===== src/rtl/irq_prio_ctrl.sv =====
module irq_prio_ctrl #(
  parameter int NSRC  = 18,
  parameter int NCORE = 5,
  parameter int AW    = 21,
  parameter int DW    = 8,
  parameter logic [AW-1:0] HI_VEC = AW'(8),
  parameter logic [AW-1:0] LO_VEC = AW'(24)
) (
  input  logic            clk,
  input  logic            rst_n,
  input  logic            prio_en_i,
  input  logic [NSRC-1:0] flag_i,
  input  logic [NSRC-1:0] ien_i,
  input  logic [NSRC-1:0] ipri_i,
  input  logic            glb_hi_i,
  input  logic            glb_lo_i,
  input  logic            boundary_i,
  input  logic            ret_i,
  input  logic            ret_fast_i,
  input  logic [DW-1:0]   status_i,
  input  logic [DW-1:0]   bsr_i,
  input  logic [DW-1:0]   wreg_i,
  output logic            irq_req_o,
  output logic            take_o,
  output logic [AW-1:0]   vec_o,
  output logic            clr_hi_o,
  output logic            clr_lo_o,
  output logic            set_hi_o,
  output logic            set_lo_o,
  output logic            svc_hi_o,
  output logic            svc_lo_o,
  output logic            restore_o,
  output logic [DW-1:0]   shd_status_o,
  output logic [DW-1:0]   shd_bsr_o,
  output logic [DW-1:0]   shd_wreg_o
);

  localparam logic [NSRC-1:0] CORE_MASK = NSRC'((64'd1 << NCORE) - 64'd1);
  localparam logic [NSRC-1:0] FORCE_HI  = NSRC'(1);

  logic [NSRC-1:0] act, is_hi, cmp_gate;
  logic p_hi, p_lo, c_req, want_hi, go;

  assign act      = flag_i & ien_i;
  assign is_hi    = ipri_i | FORCE_HI;
  assign cmp_gate = CORE_MASK | ({NSRC{glb_lo_i}} & ~CORE_MASK);

  assign p_hi  = prio_en_i & glb_hi_i & ~svc_hi_o & (|(act & is_hi));
  assign p_lo  = prio_en_i & glb_lo_i & ~svc_hi_o & ~svc_lo_o & (|(act & ~is_hi));
  assign c_req = ~prio_en_i & glb_hi_i & ~svc_hi_o & (|(act & cmp_gate));

  assign want_hi   = p_hi | c_req;
  assign irq_req_o = want_hi | p_lo;
  assign go        = boundary_i & ~ret_i & irq_req_o;

  always_ff @(posedge clk or negedge rst_n) begin
    if (!rst_n) begin
      take_o       <= 1'b0;
      vec_o        <= '0;
      clr_hi_o     <= 1'b0;
      clr_lo_o     <= 1'b0;
      set_hi_o     <= 1'b0;
      set_lo_o     <= 1'b0;
      svc_hi_o     <= 1'b0;
      svc_lo_o     <= 1'b0;
      restore_o    <= 1'b0;
      shd_status_o <= '0;
      shd_bsr_o    <= '0;
      shd_wreg_o   <= '0;
    end else begin
      take_o    <= 1'b0;
      clr_hi_o  <= 1'b0;
      clr_lo_o  <= 1'b0;
      set_hi_o  <= 1'b0;
      set_lo_o  <= 1'b0;
      restore_o <= 1'b0;
      if (ret_i) begin
        restore_o <= ret_fast_i;
        if (svc_hi_o) begin
          set_hi_o <= 1'b1;
          svc_hi_o <= 1'b0;
        end else if (svc_lo_o) begin
          set_lo_o <= 1'b1;
          svc_lo_o <= 1'b0;
        end else begin
          set_hi_o <= 1'b1;
        end
      end else if (go) begin
        take_o       <= 1'b1;
        shd_status_o <= status_i;
        shd_bsr_o    <= bsr_i;
        shd_wreg_o   <= wreg_i;
        if (want_hi) begin
          vec_o    <= HI_VEC;
          clr_hi_o <= 1'b1;
          svc_hi_o <= 1'b1;
        end else begin
          vec_o    <= LO_VEC;
          clr_lo_o <= 1'b1;
          svc_lo_o <= 1'b1;
        end
      end
    end
  end

  a_r5_take_at_boundary: assert property (@(posedge clk) disable iff (!rst_n)
    take_o |-> ($past(boundary_i) && !$past(ret_i)));

  a_r5_one_clear: assert property (@(posedge clk) disable iff (!rst_n)
    take_o |-> ($countones({clr_hi_o, clr_lo_o}) == 1));

  a_r2_lo_vec: assert property (@(posedge clk) disable iff (!rst_n)
    (take_o && clr_lo_o) |-> (vec_o == LO_VEC));

  a_r6_no_lo_under_hi: assert property (@(posedge clk) disable iff (!rst_n)
    (take_o && clr_lo_o) |-> !$past(svc_hi_o));

  a_r7_set_after_ret: assert property (@(posedge clk) disable iff (!rst_n)
    (set_hi_o || set_lo_o) |-> $past(ret_i));

  a_r7_one_set: assert property (@(posedge clk) disable iff (!rst_n)
    $onehot0({set_hi_o, set_lo_o, take_o}));

  a_r8_single_vec: assert property (@(posedge clk) disable iff (!rst_n)
    (take_o && !$past(prio_en_i)) |-> (vec_o == HI_VEC && clr_hi_o));

  a_r9_shadow_hold: assert property (@(posedge clk) disable iff (!rst_n)
    !take_o |-> ($stable(shd_status_o) && $stable(shd_bsr_o) && $stable(shd_wreg_o)));

  a_r9_restore_after_fast: assert property (@(posedge clk) disable iff (!rst_n)
    restore_o |-> ($past(ret_i) && $past(ret_fast_i)));

endmodule


===== config.mk =====
export PLATFORM = sky130hd
export DESIGN_NAME = irq_prio_ctrl
export DESIGN_NICKNAME = d
export VERILOG_FILES = /design/src/rtl/irq_prio_ctrl.sv
export SDC_FILE = /design/constraint.sdc
export NUM_CORES = 1
export LEC_CHECK = 0
export ABC_AREA = 1
export ABC_CLOCK_PERIOD_IN_PS = 2250
export CAP_MARGIN = 15
export CORE_MARGIN = 2
export CORE_UTILIZATION = 32
export DETAILED_ROUTE_END_ITERATION = 8
export PLACE_DENSITY = 0.78
export SKIP_LAST_GASP = 1
export SLEW_MARGIN = 5
export SYNTH_ARGS = -nofsm -noshare
export SYNTH_HDL_FRONTEND = slang
export SYNTH_SLANG_ARGS = --single-unit

===== constraint.sdc =====
create_clock -name clk -period 2.25 [get_ports clk]
set_input_delay 0.675 -clock clk [delete_from_list [all_inputs] [get_ports clk]]
set_output_delay 0.675 -clock clk [all_outputs]
set_load 0.005 [all_outputs]

After elaboration in Yosys (flattened, before gate mapping) --
Cells that the tools add are included.
Word-level totals: register bits 53, bits of input ports 86, output and inout port bits 54, word-level logic and storage cells 68
Cells by class: equal/unequal tests 2, mux-type cells 23, bitwise gates (word level) 23, reductions and logical operators 8
Operator list (number):
- $and 18x18->18 | 4
- $reduce_or 18->1 | 3
- $mux 1 | 22
- $not 18->18 | 1
- $and 1x1->1 | 12
- $mux 5 | 1
- $ne 2x2->1 const B | 2
- $not 1->1 | 4
- $reduce_and 2->1 | 2
- $reduce_bool 2->1 | 2
- $reduce_and 3->1 | 1
- $or 1x1->1 | 2

Logic depth before layout (Yosys ltp) --
depth after elaboration 9, gate-level depth with buffers 13, depth with buffers taken out 11

Worst setup path after synthesis --
OpenSTA, ideal clock, no wires.
path type input port to output port, from input glb_lo_i, to output irq_req_o, arrival time 1.551 ns, required time 1.575 ns, path slack 0.024 ns, stages 10, buffers on the path 2, path through buf_6 nand3_1 nand2_1 nor2_1 nand2_1 nor2_1 nand2_1 nand2_2 nand3_4 buf_2
On the way: cells in the longest elaborated chain, start to end 5, elaborated cells on any way between the ends 9, classes of those cells bitwise (8); reduce/logical (1)
Ends and longest elaborated chain:
- start, declared | line 16 | input logic glb_lo_i,
- $and 18x18->18 / $and 1x1->1 (equally long branches) | line 50, 49
- $reduce_or 18->1 / $and 1x1->1 (equally long branches) | line 50, 49
- $and 1x1->1 (on tied branches) | line 50, 49
- $or 1x1->1 / $and 1x1->1 (equally long branches) | line 52, 49
- $or 1x1->1 (*) | line 53 | assign irq_req_o = want_hi | p_lo;
- end, declared | line 23 | output logic irq_req_o,
Mark *: on every way between the ends. The rest lies on a longest branch, timed or not.

Final worst setup path --
Ends and elaborated chain as after synthesis.

==> flow_results.org <==
** Worst setup path
- STA puts the critical path data arrival time at 1.67 ns.
- In this design, the stage delay of the slowest critical-path cell is 0.13 ns.
- In this design, the critical path's most frequently occurring cell is sky130_fd_sc_hd__nand2_1.
- The startpoint identified for the worst register-to-register timing path is svc_hi_o.
- Data on the critical path is required at its endpoint by 1.57 ns.
- The worst register-to-register path has a setup slack of 0.46 ns.
- The worst register-to-register path ends at shd_bsr_o[7].
- Among all stages on the critical path, the largest delay is contributed by sky130_fd_sc_hd__buf_8.
- Endpoint type of the worst setup path :: output pin
- Critical path type :: input pin to output pin
- Maximum fanout along the worst path :: 7
- Measured in cells, the most critical reg-to-reg path has a length of 7.
- Cell chain of the critical path :: buf_8 > buf_8 > nand3_2 > nand2_1 > nor2_1 > nand2_1 > nor2_1 > nand2_1 > nand2_2 > nand3_4 > buf_6
- STA classifies the critical path startpoint as an input pin.
- Among cell families on the critical path, the largest total delay comes from simple AND/OR/NAND/NOR gates.
- The critical path contains buffers and inverters numbering 3 combined.

** Placement
- After detailed placement, the design holds a cell count of 468.
- The wire-length estimate of the detail-placed layout is 4.62 mm.
- Global placement routability congestion :: 0.842
- After detailed placement, the total cell area comes to 3190 sq um.
- Port Buf Inserts :: 119

** Finish
- Leaving out filler cells and counting taps, the final layout contains 478.
- Finished layout cell area :: 3270 sq um
- The area growth from synthesis to layout is 64.8%.
- Proportion of layout cells with a drive suffix above 1 :: 19.4%
- Finished Core Util :: 54.9%
- The number of antenna diodes in the final layout is 0.
- At the end of the flow, the number of nets in the layout was 489.

** Synth
- Average cell area after synthesis :: 7.21 sq um
- Counting distinct cell types in the post-synthesis netlist gives 22.
- Ys Warns :: 0
- Share of synthesized area occupied by flip-flops and latches :: 42.9%
- The most used flip-flop cell after synthesis is sky130_fd_sc_hd__dfrtp_1.
- Top cell type by total area after synthesis :: sky130_fd_sc_hd__dfrtp_1
- Number of storage elements in the synthesis netlist :: 34
- After technology mapping, the gate count stands at 275.
- Netlist area before placement :: 1980 sq um
- Leading cell types by total area after synthesis :: sky130_fd_sc_hd__dfrtp_1 (43%), sky130_fd_sc_hd__nand2_1 (17%), sky130_fd_sc_hd__nand3_1 (15%)
- Most frequent cell after synthesis :: sky130_fd_sc_hd__nand2_1
- Of all flip-flops after synthesis, the portion carrying an async set or reset was 100%.
- Summed over its instances, the top area cell type makes up 42.9% of the synthesized netlist area.
- Number of enable flip-flop cells after synthesis :: 0
- Synth cell count leaders :: sky130_fd_sc_hd__nand2_1 (92), sky130_fd_sc_hd__nand3_1 (58), sky130_fd_sc_hd__dfrtp_1 (34)

** Timing
- The final-report max-slew violation count was 0.
- Crit share post-route :: 104%
- Minimum clock period :: 2.34 ns
- Setup violations remaining at the end of the flow were counted as 1.
- Once routing completed, OpenROAD measured the worst setup slack at -0.0943 ns.
- Unrepaired setup endpoints after global routing :: true
- Smallest hold slack :: 0.469 ns
- The clock arrives with 0.00500 ns of skew.
- The number of failing hold endpoints at the final stage is 0.
- Max frequency :: 427 MHz

** Routing
- WL/cell :: 12.3 um
- Via-to-Cell Ratio :: 4.53
- Detail Route Antenna Nets :: 0
- First-pass iteration count of the detailed router :: 4
- Wires add up to 5.89 mm.
- DR vias :: 2,165
- For this run, design rule violations remaining after detail routing come to 0.
- Violation count after the first detailed-route iteration :: 66

** Worst hold path
- The min-delay analysis places its worst path in the category register to register.
- Destination of the worst hold path :: shd_status_o[6]
- The startpoint identified for the worst hold timing path is shd_status_o[6].
- Counting instances, the worst hold path has a depth of 2.

** Power
- Of the total power, the clock network draws 21.1%.
- For this design the static power due to leakage is 1.68 nW.
- The share of total power dissipated in sequential elements is 41.7%.
- Fraction of power spent switching nets :: 29.6%
- Switching Power :: 0.000574 W
- Of the total power, combinational logic draws 37.2%.
- Pwr per Cell Area :: 594 nW/um^2
- Worst IR Drop VDD :: 395 uV
- The internal power of the cells totals 0.00137 W.

** Floorplan
- Core Footprint :: 5960 sq um
- For this configuration, the core starts out at a cell density of 33.3%.
- Die height :: 82.7 um
- Row generation in the floorplan step produced 28 rows.
- Count of pins on the block boundary :: 140
- Overall die width :: 82.7 um
- The die covers 6840 sq um.

** GRT
- Global routing used 16.9% of the available tracks.
- The initial antenna violation count was 0.
- Number of global-route vias before repair :: 1,980
- Largest net degree at the start of global routing :: 35
- Residual overflow from global routing :: 0
- The first global-routing pass estimated 8.91 mm of wire.

** Run status
- The run finished, with violations left.
- The checks that failed: setup timing.

** Clocking
- In this run the clock root is driven by a sky130_fd_sc_hd__clkbuf_8.
- TritonCTS built the clock tree.
- The clock passes through at most 2 buffers.
- Clock tree synthesis found a total of 34 sinks.
- H-tree level count :: 2
- Clock transition at the registers of the reported paths :: 0.07 ns
- Number of buffers inserted during clock tree synthesis :: 5
- For this design, the CTS-stage hold fixing added 0 buffers.
- Clock insertion delay at the later pin of the skew report :: 0.28 ns

** Run
- Max-cap violations in this run came to 0.
## worst min-delay path, cell delays in order, from the launching register on
cell	delay, ns
sky130_fd_sc_hd__dfrtp_1	0.34
sky130_fd_sc_hd__nand2_1	0.05
sky130_fd_sc_hd__nand2_1	0.04
## state kept, by name, summed over array words and instances, names as in the netlist
name          flops
set_lo_o          1
clr_lo_o          1
set_hi_o          1
shd_wreg_o        8
take_o            1
clr_hi_o          1
svc_hi_o          1
shd_status_o      8
shd_bsr_o         8
restore_o         1
svc_lo_o          1
vec_o             2
## power by group through the flow
stage               logic, W  clock network [W]  registers (W)
CTS                 0.000723           0.000418       0.000810
global placement    0.000722                  0       0.000811
detailed placement  0.000734                  0       0.000817
finish              0.000723           0.000409       0.000809
floorplan           0.000241                  0       0.000828
global route        0.000801           0.000451       0.000825
## metal layers
layer	vias to the layer above	part of all wire, %	global-route usage (%)
li1	1099	-	-
met1	971	40	20.2
met2	81	51	30.1
met3	14	6.3	3.48
met4	0	2.6	5.90
met5	-	0	0
## cells by family after synthesis
group	Yosys count	synth area share [%]
other	1	0.189
AOI/OAI and AO/OA	5	1.32
DFF	34	42.9
buffers and inverters	45	13.4
and+or+nand+nor	190	42.2
## area by class of cell
| type | instances | area, sq um |
|---|---|---|
| Fill cell | 568 | 2690 |
| Timing Repair Buffer | 129 | 1130 |
| Multi-Input combinational cell | 214 | 1030 |
| Sequential cell | 34 | 851 |
| Tap cell | 75 | 93.8 |
| Inverter | 19 | 75.1 |
| Clock buffer | 5 | 68.8 |
| Clock inverter | 2 | 10.0 |
## how the worst max path moves through the flow
stage | slack [ns] | start | endpoint | cells after the start
3_5_place_dp | -0.81 | glb_lo_i | irq_req_o | 11
6_report | -0.09 | glb_lo_i | irq_req_o | 11
5_1_grt | -0.18 | ipri_i[6] | irq_req_o | 9
3_3_place_gp | -0.80 | glb_lo_i | irq_req_o | 11
4_1_cts | -0.10 | glb_lo_i | irq_req_o | 11
2_1_floorplan | 0.02 | glb_lo_i | irq_req_o | 10
## through the flow
stage | total power, W | setup slack [ns] | TNS, ns
6_report | 0.00194 | -0.0943 | -0.0943
5_1_grt | 0.00208 | -0.183 | -0.183
4_1_cts | 0.00195 | -0.105 | -0.105
3_5_place_dp | 0.00155 | -0.815 | -13.44
3_3_place_gp | 0.00153 | -0.796 | -12.70
2_1_floorplan | 0.00107 | 0.0236 | 0
## repair_timing
item / in CTS / in global routing
setup buffers: 1 / 2
hold endpoints to repair: 0 / 0
pin swaps: 49 / 29
resized for setup: 156 / 28
endpoints found under the setup margin: 28 / 3
## cell usage in the layout (no fill, tap or decap), types with 7 or more instances in the layout
cell,count
sky130_fd_sc_hd__clkdlybuf4s15_1,14
sky130_fd_sc_hd__conb_1,19
sky130_fd_sc_hd__dfrtp_1,34
sky130_fd_sc_hd__buf_4,8
sky130_fd_sc_hd__nand3_1,46
sky130_fd_sc_hd__nand2_1,88
sky130_fd_sc_hd__nor2_1,27
sky130_fd_sc_hd__dlygate4sd2_1,7
sky130_fd_sc_hd__clkdlybuf4s50_1,63
sky130_fd_sc_hd__nand3_2,12
sky130_fd_sc_hd__inv_1,15
sky130_fd_sc_hd__buf_2,12
sky130_fd_sc_hd__clkbuf_2,17
No activity file was read; power rests on OpenSTA's default activity.
